==> config.mk <==
export PLATFORM = sky130hd
export DESIGN_NAME = tsi_cpu_access
export DESIGN_NICKNAME = d
export VERILOG_FILES = /design/src/rtl/tsi_cpu_pkg.sv /design/src/rtl/tsi_cpu_decode.sv /design/src/rtl/tsi_cpu_ctrl_reg.sv /design/src/rtl/tsi_cpu_rdmux.sv /design/src/rtl/tsi_cpu_access.sv
export SDC_FILE = /design/constraint.sdc
export NUM_CORES = 1
export LEC_CHECK = 0
export ABC_AREA = 1
export BUFFER_PORTS_ARGS = -buffer_cell sky130_fd_sc_hd__clkbuf_2
export CORE_MARGIN = 1.5
export CORE_UTILIZATION = 39
export CTS_CLUSTER_DIAMETER = 120
export DETAILED_ROUTE_END_ITERATION = 10
export PLACE_DENSITY_LB_ADDON = 0.08
export SETUP_SLACK_MARGIN = 0.05
export SYNTH_ARGS = -nofsm -noshare
export SYNTH_HDL_FRONTEND = slang
export SYNTH_SLANG_ARGS = --single-unit
==> constraint.sdc <==
create_clock -name clk -period 1.6 [get_ports clk]
set_input_delay 0.24 -clock clk [delete_from_list [all_inputs] [get_ports clk]]
set_output_delay 0.24 -clock clk [all_outputs]
set_load 0.02 [all_outputs]
==> src/rtl/tsi_cpu_pkg.sv <==
package tsi_cpu_pkg;

    typedef enum logic [1:0] {
        MSEL_NONE = 2'b00,
        MSEL_DM   = 2'b01,
        MSEL_CML  = 2'b10,
        MSEL_CMH  = 2'b11
    } msel_e;

    typedef enum logic [2:0] {
        SRC_NONE = 3'd0,
        SRC_CTRL = 3'd1,
        SRC_DM   = 3'd2,
        SRC_CML  = 3'd3,
        SRC_CMH  = 3'd4
    } rsrc_e;

    localparam int CTRL_SPLIT_BIT = 7;
    localparam int CTRL_PE_BIT    = 6;
    localparam int CTRL_MSEL_HI   = 4;
    localparam int CTRL_MSEL_LO   = 3;
    localparam int CTRL_RSV_HI    = 5;
    localparam int CTRL_RSV_LO    = 2;

endpackage

==> src/rtl/tsi_cpu_decode.sv <==
module tsi_cpu_decode
    import tsi_cpu_pkg::*;
#(
    parameter int ADDR_W = 6,
    parameter int ST_W   = 2,
    localparam int CH_W  = ADDR_W - 1,
    localparam int MA_W  = ST_W + CH_W
) (
    input  logic              cs,
    input  logic              rd,
    input  logic              wr,
    input  logic [ADDR_W-1:0] addr,
    input  logic              split,
    input  logic [1:0]        msel_bits,
    input  logic [ST_W-1:0]   stream,
    output logic              ctrl_we,
    output logic [MA_W-1:0]   mem_addr,
    output logic              dm_re,
    output logic              cml_re,
    output logic              cmh_re,
    output logic              cml_we,
    output logic              cmh_we,
    output rsrc_e             rsrc
);

    logic  wr_op;
    logic  rd_op;
    logic  to_mem;
    msel_e msel;

    always_comb begin
        wr_op    = cs & wr;
        rd_op    = cs & rd & ~wr;
        to_mem   = addr[ADDR_W-1];
        msel     = msel_e'(msel_bits);
        mem_addr = {stream, addr[CH_W-1:0]};

        ctrl_we  = wr_op & ~to_mem;
        cml_we   = wr_op & to_mem & (msel == MSEL_CML);
        cmh_we   = wr_op & to_mem & (msel == MSEL_CMH);

        rsrc = SRC_NONE;
        if (rd_op) begin
            if (!to_mem) begin
                rsrc = SRC_CTRL;
            end else if (split) begin
                rsrc = SRC_DM;
            end else begin
                case (msel)
                    MSEL_DM:  rsrc = SRC_DM;
                    MSEL_CML: rsrc = SRC_CML;
                    MSEL_CMH: rsrc = SRC_CMH;
                    default:  rsrc = SRC_NONE;
                endcase
            end
        end

        dm_re  = (rsrc == SRC_DM);
        cml_re = (rsrc == SRC_CML);
        cmh_re = (rsrc == SRC_CMH);
    end

    // Guards R10: read enables are mutually exclusive
    always_comb begin
        assert_read_onehot_R10: assert ($onehot0({dm_re, cml_re, cmh_re}))
            else $error("more than one read enable");
    end

endmodule

==> src/rtl/tsi_cpu_ctrl_reg.sv <==
module tsi_cpu_ctrl_reg
    import tsi_cpu_pkg::*;
#(
    parameter int DATA_W = 8
) (
    input  logic              clk,
    input  logic              rst_n,
    input  logic              we,
    input  logic [DATA_W-1:0] wdata,
    output logic [DATA_W-1:0] ctrl
);

    localparam logic [DATA_W-1:0] KEEP_MASK =
        ~((DATA_W'(1) << CTRL_RSV_HI) | (DATA_W'(1) << CTRL_RSV_LO));

    typedef struct packed {
        logic [DATA_W-1:0] ctrl;
    } state_t;

    state_t state_d, state_q;

    always_comb begin
        state_d = state_q;
        if (we) begin
            state_d.ctrl = wdata & KEEP_MASK;
        end
    end

    always_ff @(posedge clk) begin
        if (!rst_n) begin
            state_q <= '0;
        end else begin
            state_q <= state_d;
        end
    end

    assign ctrl = state_q.ctrl;

    assert_rsv_zero_R2: assert property (@(posedge clk) disable iff (!rst_n)
        (ctrl[CTRL_RSV_HI] == 1'b0) && (ctrl[CTRL_RSV_LO] == 1'b0))
        else $error("reserved control bit set");

endmodule

==> src/rtl/tsi_cpu_rdmux.sv <==
module tsi_cpu_rdmux
    import tsi_cpu_pkg::*;
#(
    parameter int DATA_W = 8
) (
    input  logic              clk,
    input  logic              rst_n,
    input  rsrc_e             rsrc,
    input  logic [DATA_W-1:0] ctrl,
    input  logic [DATA_W-1:0] dm_rdata,
    input  logic [DATA_W-1:0] cml_rdata,
    input  logic [DATA_W-1:0] cmh_rdata,
    output logic [DATA_W-1:0] rdata
);

    typedef struct packed {
        rsrc_e sel;
    } state_t;

    state_t state_d, state_q;

    always_comb begin
        state_d     = state_q;
        state_d.sel = rsrc;
    end

    always_ff @(posedge clk) begin
        if (!rst_n) begin
            state_q <= '{sel: SRC_NONE};
        end else begin
            state_q <= state_d;
        end
    end

    always_comb begin
        case (state_q.sel)
            SRC_CTRL: rdata = ctrl;
            SRC_DM:   rdata = dm_rdata;
            SRC_CML:  rdata = cml_rdata;
            SRC_CMH:  rdata = cmh_rdata;
            default:  rdata = '0;
        endcase
    end

endmodule

==> src/rtl/tsi_cpu_access.sv <==
module tsi_cpu_access
    import tsi_cpu_pkg::*;
#(
    parameter int ADDR_W = 6,
    parameter int DATA_W = 8,
    parameter int ST_W   = 2,
    localparam int MA_W  = ST_W + ADDR_W - 1
) (
    input  logic              clk,
    input  logic              rst_n,
    input  logic              cpu_cs,
    input  logic              cpu_rd,
    input  logic              cpu_wr,
    input  logic [ADDR_W-1:0] cpu_addr,
    input  logic [DATA_W-1:0] cpu_wdata,
    output logic [DATA_W-1:0] cpu_rdata,
    output logic              proc_en,
    output logic [MA_W-1:0]   mem_addr,
    output logic [DATA_W-1:0] mem_wdata,
    output logic              dm_re,
    output logic              cml_re,
    output logic              cml_we,
    output logic              cmh_re,
    output logic              cmh_we,
    input  logic [DATA_W-1:0] dm_rdata,
    input  logic [DATA_W-1:0] cml_rdata,
    input  logic [DATA_W-1:0] cmh_rdata
);

    logic [DATA_W-1:0] ctrl_q;
    logic              ctrl_we;
    rsrc_e             rsrc;

    tsi_cpu_ctrl_reg #(.DATA_W(DATA_W)) u_ctrl (
        .clk   (clk),
        .rst_n (rst_n),
        .we    (ctrl_we),
        .wdata (cpu_wdata),
        .ctrl  (ctrl_q)
    );

    tsi_cpu_decode #(.ADDR_W(ADDR_W), .ST_W(ST_W)) u_dec (
        .cs        (cpu_cs),
        .rd        (cpu_rd),
        .wr        (cpu_wr),
        .addr      (cpu_addr),
        .split     (ctrl_q[CTRL_SPLIT_BIT]),
        .msel_bits (ctrl_q[CTRL_MSEL_HI:CTRL_MSEL_LO]),
        .stream    (ctrl_q[ST_W-1:0]),
        .ctrl_we   (ctrl_we),
        .mem_addr  (mem_addr),
        .dm_re     (dm_re),
        .cml_re    (cml_re),
        .cmh_re    (cmh_re),
        .cml_we    (cml_we),
        .cmh_we    (cmh_we),
        .rsrc      (rsrc)
    );

    tsi_cpu_rdmux #(.DATA_W(DATA_W)) u_mux (
        .clk       (clk),
        .rst_n     (rst_n),
        .rsrc      (rsrc),
        .ctrl      (ctrl_q),
        .dm_rdata  (dm_rdata),
        .cml_rdata (cml_rdata),
        .cmh_rdata (cmh_rdata),
        .rdata     (cpu_rdata)
    );

    assign proc_en   = ctrl_q[CTRL_PE_BIT];
    assign mem_wdata = cpu_wdata;

    assert_proc_en_R3: assert property (@(posedge clk) disable iff (!rst_n)
        (cpu_cs && cpu_wr && !cpu_addr[ADDR_W-1]) |=> (proc_en == $past(cpu_wdata[CTRL_PE_BIT])))
        else $error("proc_en did not follow control write");

    assert_split_read_R8: assert property (@(posedge clk) disable iff (!rst_n)
        (cpu_cs && cpu_rd && !cpu_wr && cpu_addr[ADDR_W-1] && ctrl_q[CTRL_SPLIT_BIT])
        |-> (dm_re && !cml_re && !cmh_re))
        else $error("split-mode read not sent to data memory");

    assert_no_cs_R9: assert property (@(posedge clk) disable iff (!rst_n)
        !cpu_cs |-> !(dm_re || cml_re || cmh_re || cml_we || cmh_we))
        else $error("strobe without chip select");

    assert_rdata_idle_R9: assert property (@(posedge clk) disable iff (!rst_n)
        !(cpu_cs && cpu_rd && !cpu_wr) |=> (cpu_rdata == '0))
        else $error("read data nonzero without a read");

    assert_dm_no_write_R6: assert property (@(posedge clk) disable iff (!rst_n)
        (ctrl_q[CTRL_MSEL_HI:CTRL_MSEL_LO] == 2'b01 || ctrl_q[CTRL_MSEL_HI:CTRL_MSEL_LO] == 2'b00)
        |-> !(cml_we || cmh_we))
        else $error("write strobe while data memory or nothing selected");

endmodule

After elaboration in Yosys (flattened, before gate mapping):

Cells that the tools add are included.

* ROM bits: 0
* memories: 0
* latch bits: 0
* RAM bits: 0
* bits in registers: 9
* output and inout bits: 29

* multiplexer cells: 5
* reduce and logical (&&, ||, !) cells: 0
* div/mod/pow operators: 0
* shifts and indexed selects: 0
* add/subtract/negate cells: 0
* multiply operators: 0
* bitwise gates (word level): 9
* magnitude comparators: 0
* eq/ne operators: 10

Operators by type and width (number)
* 8-bit one-hot mux with 4 select lines: 1
* 3-bit by 2-bit equality test with 1-bit output (second input constant): 4
* 3-bit two-way mux: 3
* 3-bit one-hot mux with 3 select lines: 1
* 1-bit AND: 7
* 3-bit equality test (second input constant): 2
* 2-bit equality test (second input constant): 2
* 3-bit by 1-bit equality test with 1-bit output (second input constant): 1
* 2-bit by 1-bit equality test with 1-bit output (second input constant): 1
* 1-bit NOT: 2

Longest topological paths before layout:

* depth after elaboration: 6
* depth in mapped cells: 7

By module:

From an unflattened synthesis, not the netlist that was laid out.

* cells, all modules: 180
* area, all modules: 1127.3 µm²

Modules (own cells, without submodules)
* tsi_cpu_rdmux: sequential area each 60.1 µm², area each 551.8 µm², cells each 93, times used 1
* tsi_cpu_ctrl_reg: sequential area each 120.1 µm², area each 275.3 µm², cells each 40, times used 1
* tsi_cpu_decode: sequential area each 0.0 µm², area each 240.2 µm², cells each 39, times used 1
* tsi_cpu_access: sequential area each 0.0 µm², area each 60.1 µm², cells each 8, times used 1

Least setup slack after synthesis:

No wires, ideal clock.

* kind: register to output
* start: register u_ctrl.state_q, in the netlist u_ctrl.ctrl[3]
* end: output port dm_re
* arrival time: 1271 ps
* slack: 89 ps
* buffers on the path: 0
* cell stages (with the launch flop): 6
* cells stage by stage: dfxtp_1 -> inv_1 -> ha_1 -> a21oi_1 -> nand3_1 -> nor2_1

* longest elaborated chain between the ends: 6
* elaborated cells on any way between the ends: 8

RTL lines
* from (decl): RTL line tsi_cpu_ctrl_reg.sv:20 `state_t state_d, state_q;`
* from (signal assigned): RTL line tsi_cpu_ctrl_reg.sv:33 `state_q <= state_d;`
* 2-bit equality test or 2-bit by 1-bit equality test with 1-bit output (tied branches): RTL line tsi_cpu_decode.sv:49 `case (msel)`
* 3-bit one-hot mux with 3 select lines (*): RTL line tsi_cpu_decode.sv:49
* 3-bit two-way mux (*): RTL line tsi_cpu_decode.sv:46 `end else if (split) begin`
* 3-bit two-way mux (*): RTL line tsi_cpu_decode.sv:44 `if (!to_mem) begin`
* 3-bit two-way mux (*): RTL line tsi_cpu_decode.sv:43 `if (rd_op) begin`
* 3-bit by 2-bit equality test with 1-bit output (*): RTL line tsi_cpu_decode.sv:58 `dm_re = (rsrc == SRC_DM);`
* to (decl): RTL line tsi_cpu_access.sv:20 `output logic dm_re,`

Mark *: on every way between the ends. The rest lies on a longest branch, timed or not.

Worst setup path in the final report:

* start: register u_ctrl.state_q, in the netlist u_ctrl.ctrl[4]
* end: output port dm_re

The elaborated chain is that of the path after synthesis.

==> qor.yml <==
timing:
  final-setup-viol-count: 0
  min_period_ns: 1.60
  skew_ns: 0.00179
  max_freq_mhz: 627
  worstMarginPinSlew_ns: 0.221
  hold_ws_ns: 0.239
  maxSlewViolCount: 0
  timing.final.crit_share_pct: 99.7
  max_slew_margin_pct: 85.3
  hold_viol: 0
  rsz0062_at_grt: "true"
  setup-tns-final_ns: 0
final_layout:
  final_cell_count_no_fill: 230
  final_cell_mix: "clkbuf_2 (46), nand2_1 (20), nor2_1 (19), inv_1 (17), nand4_1 (15)"
  final_common_cell: "clkbuf_2"
  n_antenna_cell: 0
  nFillCells: 231
  final_util_pct: 63.1
  layout-drive-gt1-share_pct: 54.5
  area_growth_pct: 48.8
  final_area_mm2: 0.00144
  nets: 250
run:
  cap_viol_max_count: 0
detailed_routing:
  via_per_inst: 4.89
  via_count: 1125
  top_layer: "met4"
  drc_errors: 0
  met2_length_mm: 1.38
  wl_met3_um: 168
  wl_per_cell_um: 11.5
  finalWirelength_mm: 2.64
  drt-met1-wl_mm: 1.05
  first_pass_iters: 4
  drtAntennaViolNets: 0
  drt_iter0_markers: 18
floorplanning:
  initial_core_util_pct: 42.4
  core_mm2: 0.00228
  die_w_um: 52.7
  placementRows: 17
  io_pins: 72
  die_h_um: 52.7
  die-area_mm2: 0.00278
synthesis:
  syn_nets: 197
  synth_area_um2: 965
  synth_seq_cells: 9
  ys_warn_count: 0
  ys_seq_area_share_pct: 18.7
  synth_area_leaders: "dfxtp_1 (19%), buf_4 (12%), nand2_1 (10%)"
  post-synth-top-area-fraction_pct: 18.7
  yosysTopAreaCell: "dfxtp_1"
  avgSynthCellArea_um2: 6.43
  syn_inst: 150
  yosysUniqueCellTypes: 19
placement:
  numPortBuffers: 57
  gp_congestion: 0.771
  dpl.cell_count: 220
  dp_hpwl_mm: 1.89
  placed_area_mm2: 0.00116
worst_setup_path:
  cpMaxStageDelayCell: "dfxtp_4"
  crit_buf_inv: 1
  path_depth: 5
  r2r_cells: 5
  crit_path_end_kind: "output port"
  critPathKind: "register to output port"
  worstPathArrival_ns: 1.36
  cpPeakStageDelay_ns: 0.36
  crit_family: "flip-flops"
  crit_chain: "ha_4 > a21oi_4 > nand3_1 > nor2_1 > buf_4"
  path_max_fanout: 2
  start_kind: "register"
  cp.required_ns: 1.36
grt:
  grt_pass1_vias: 1020
  grt_antenna_before_repair: 0
  grt_pass1_wl_mm: 4.00
  grt_max_degree: 16
  gr-usage-all-layers_pct: 18.9
  grt_overflow: 0
clock_network:
  insertion_delay_ns: 0.26
  ctsHoldBuffers: 0
  cts_tree: "done"
  cts_root_buffer: "clkbuf_4"
  cts_sinks: 9
  cts-buffers-inserted: 3
  clk_pin_slew_worst_paths_ns: 0.06
  clk_path_buf_depth: 2
  htree_levels: 1
power_and_ir_drop:
  leakagePower_nw: 0.764
  ir_worst_vdd_uv: 301
  powerDensity_mw_per_mm2: 402
min_path:
  holdPathStages: 3
  hp-class: "input pin to register"
outcome:
  status: "completed"
==> Yosys cell counts (all sizes together) <==
library cell	count
dfxtp	9
inv	23
nor3	2
a21oi	1
nor2	23
nand4	16
ha	4
buf	21
nand2	26
o21ai	7
nand3	18
==> cells by family (layout without fill, tap and decap cells) <==
family          after synthesis  after routing  synth area share, %
simple gates                 85             85                 43.8
buf+inv                      44             96                 28.1
flops                         9              9                 18.7
compound gates                8              8                 4.15
fa+ha+maj                     4              4                 5.19
==> per-stage QoR <==
| step | total power (W) | worst slack [ns] |
|---|---|---|
| 2_1_floorplan | 0.000345 | 0.0886 |
| 3_3_place_gp | 0.000378 | 0.166 |
| 3_5_place_dp | 0.000380 | 0.135 |
| 4_1_cts | 0.000572 | 0.00698 |
| 5_1_grt | 0.000619 | -0.0489 |
| 6_report | 0.000577 | 0.00416 |
==> tightest hold or removal path, delay by kind of cell <==
| family | cells | cell delay (ns) |
|---|---|---|
| AO/OA/AOI/OAI | 1 | 0.07 |
| buffers and inverters | 1 | 0.08 |
| AND/OR/NAND/NOR | 1 | 0.07 |
==> flip-flops by register name, indices dropped and copies added, names as in the netlist <==
signal,cells
u_mux.state_q,3
u_ctrl.ctrl,6
==> report_power, final <==
group / total [W] / switching, W / internal, W
Clock: 0.000177 / 0.0000804 / 0.0000962
Combinational: 0.000162 / 0.0000875 / 0.0000746
Sequential: 0.000239 / 0.00000773 / 0.000231
Total: 0.000577 / 0.000176 / 0.000402
==> what timing repair did <==
item / CTS / global route
setup endpoints to repair: 11 / 11
hold endpoints to repair: 0 / 0
resized for setup: 31 / 31
pin swaps: 10 / 9
buffers inserted: 6 / 0
==> routing by layer <==
metal / GRT usage (%) / up-vias
li1: - / 574
met5: 0 / -
met2: 35.6 / 43
met1: 21.1 / 502
met3: 4.57 / 6
met4: 4.27 / 0
==> cell type report <==
cell class / count / area, µm² / share of cell area (%)
well taps: 28 / 35.0 / 2.44
repair buffers: 69 / 470 / 32.8
multi-input cells: 97 / 617 / 43.0
clock buffers: 4 / 26.3 / 1.83
flip-flops and latches: 9 / 193 / 13.4
inverters: 23 / 93.8 / 6.54
==> path summary, 6_finish.rpt <==
| kind | startpoint | to | slack, ns |
|---|---|---|---|
| worst max register to register | u_ctrl.ctrl[4] | u_mux.state_q[1] | 0.52 |
| worst min register to register | u_ctrl.ctrl[0] | u_ctrl.ctrl[0] | 0.51 |
| worst max-delay path | u_ctrl.ctrl[4] | dm_re | 0.004 |
| worst min-delay path | cpu_wdata[4] | u_ctrl.ctrl[4] | 0.24 |
(Power assumes the default switching activity.)
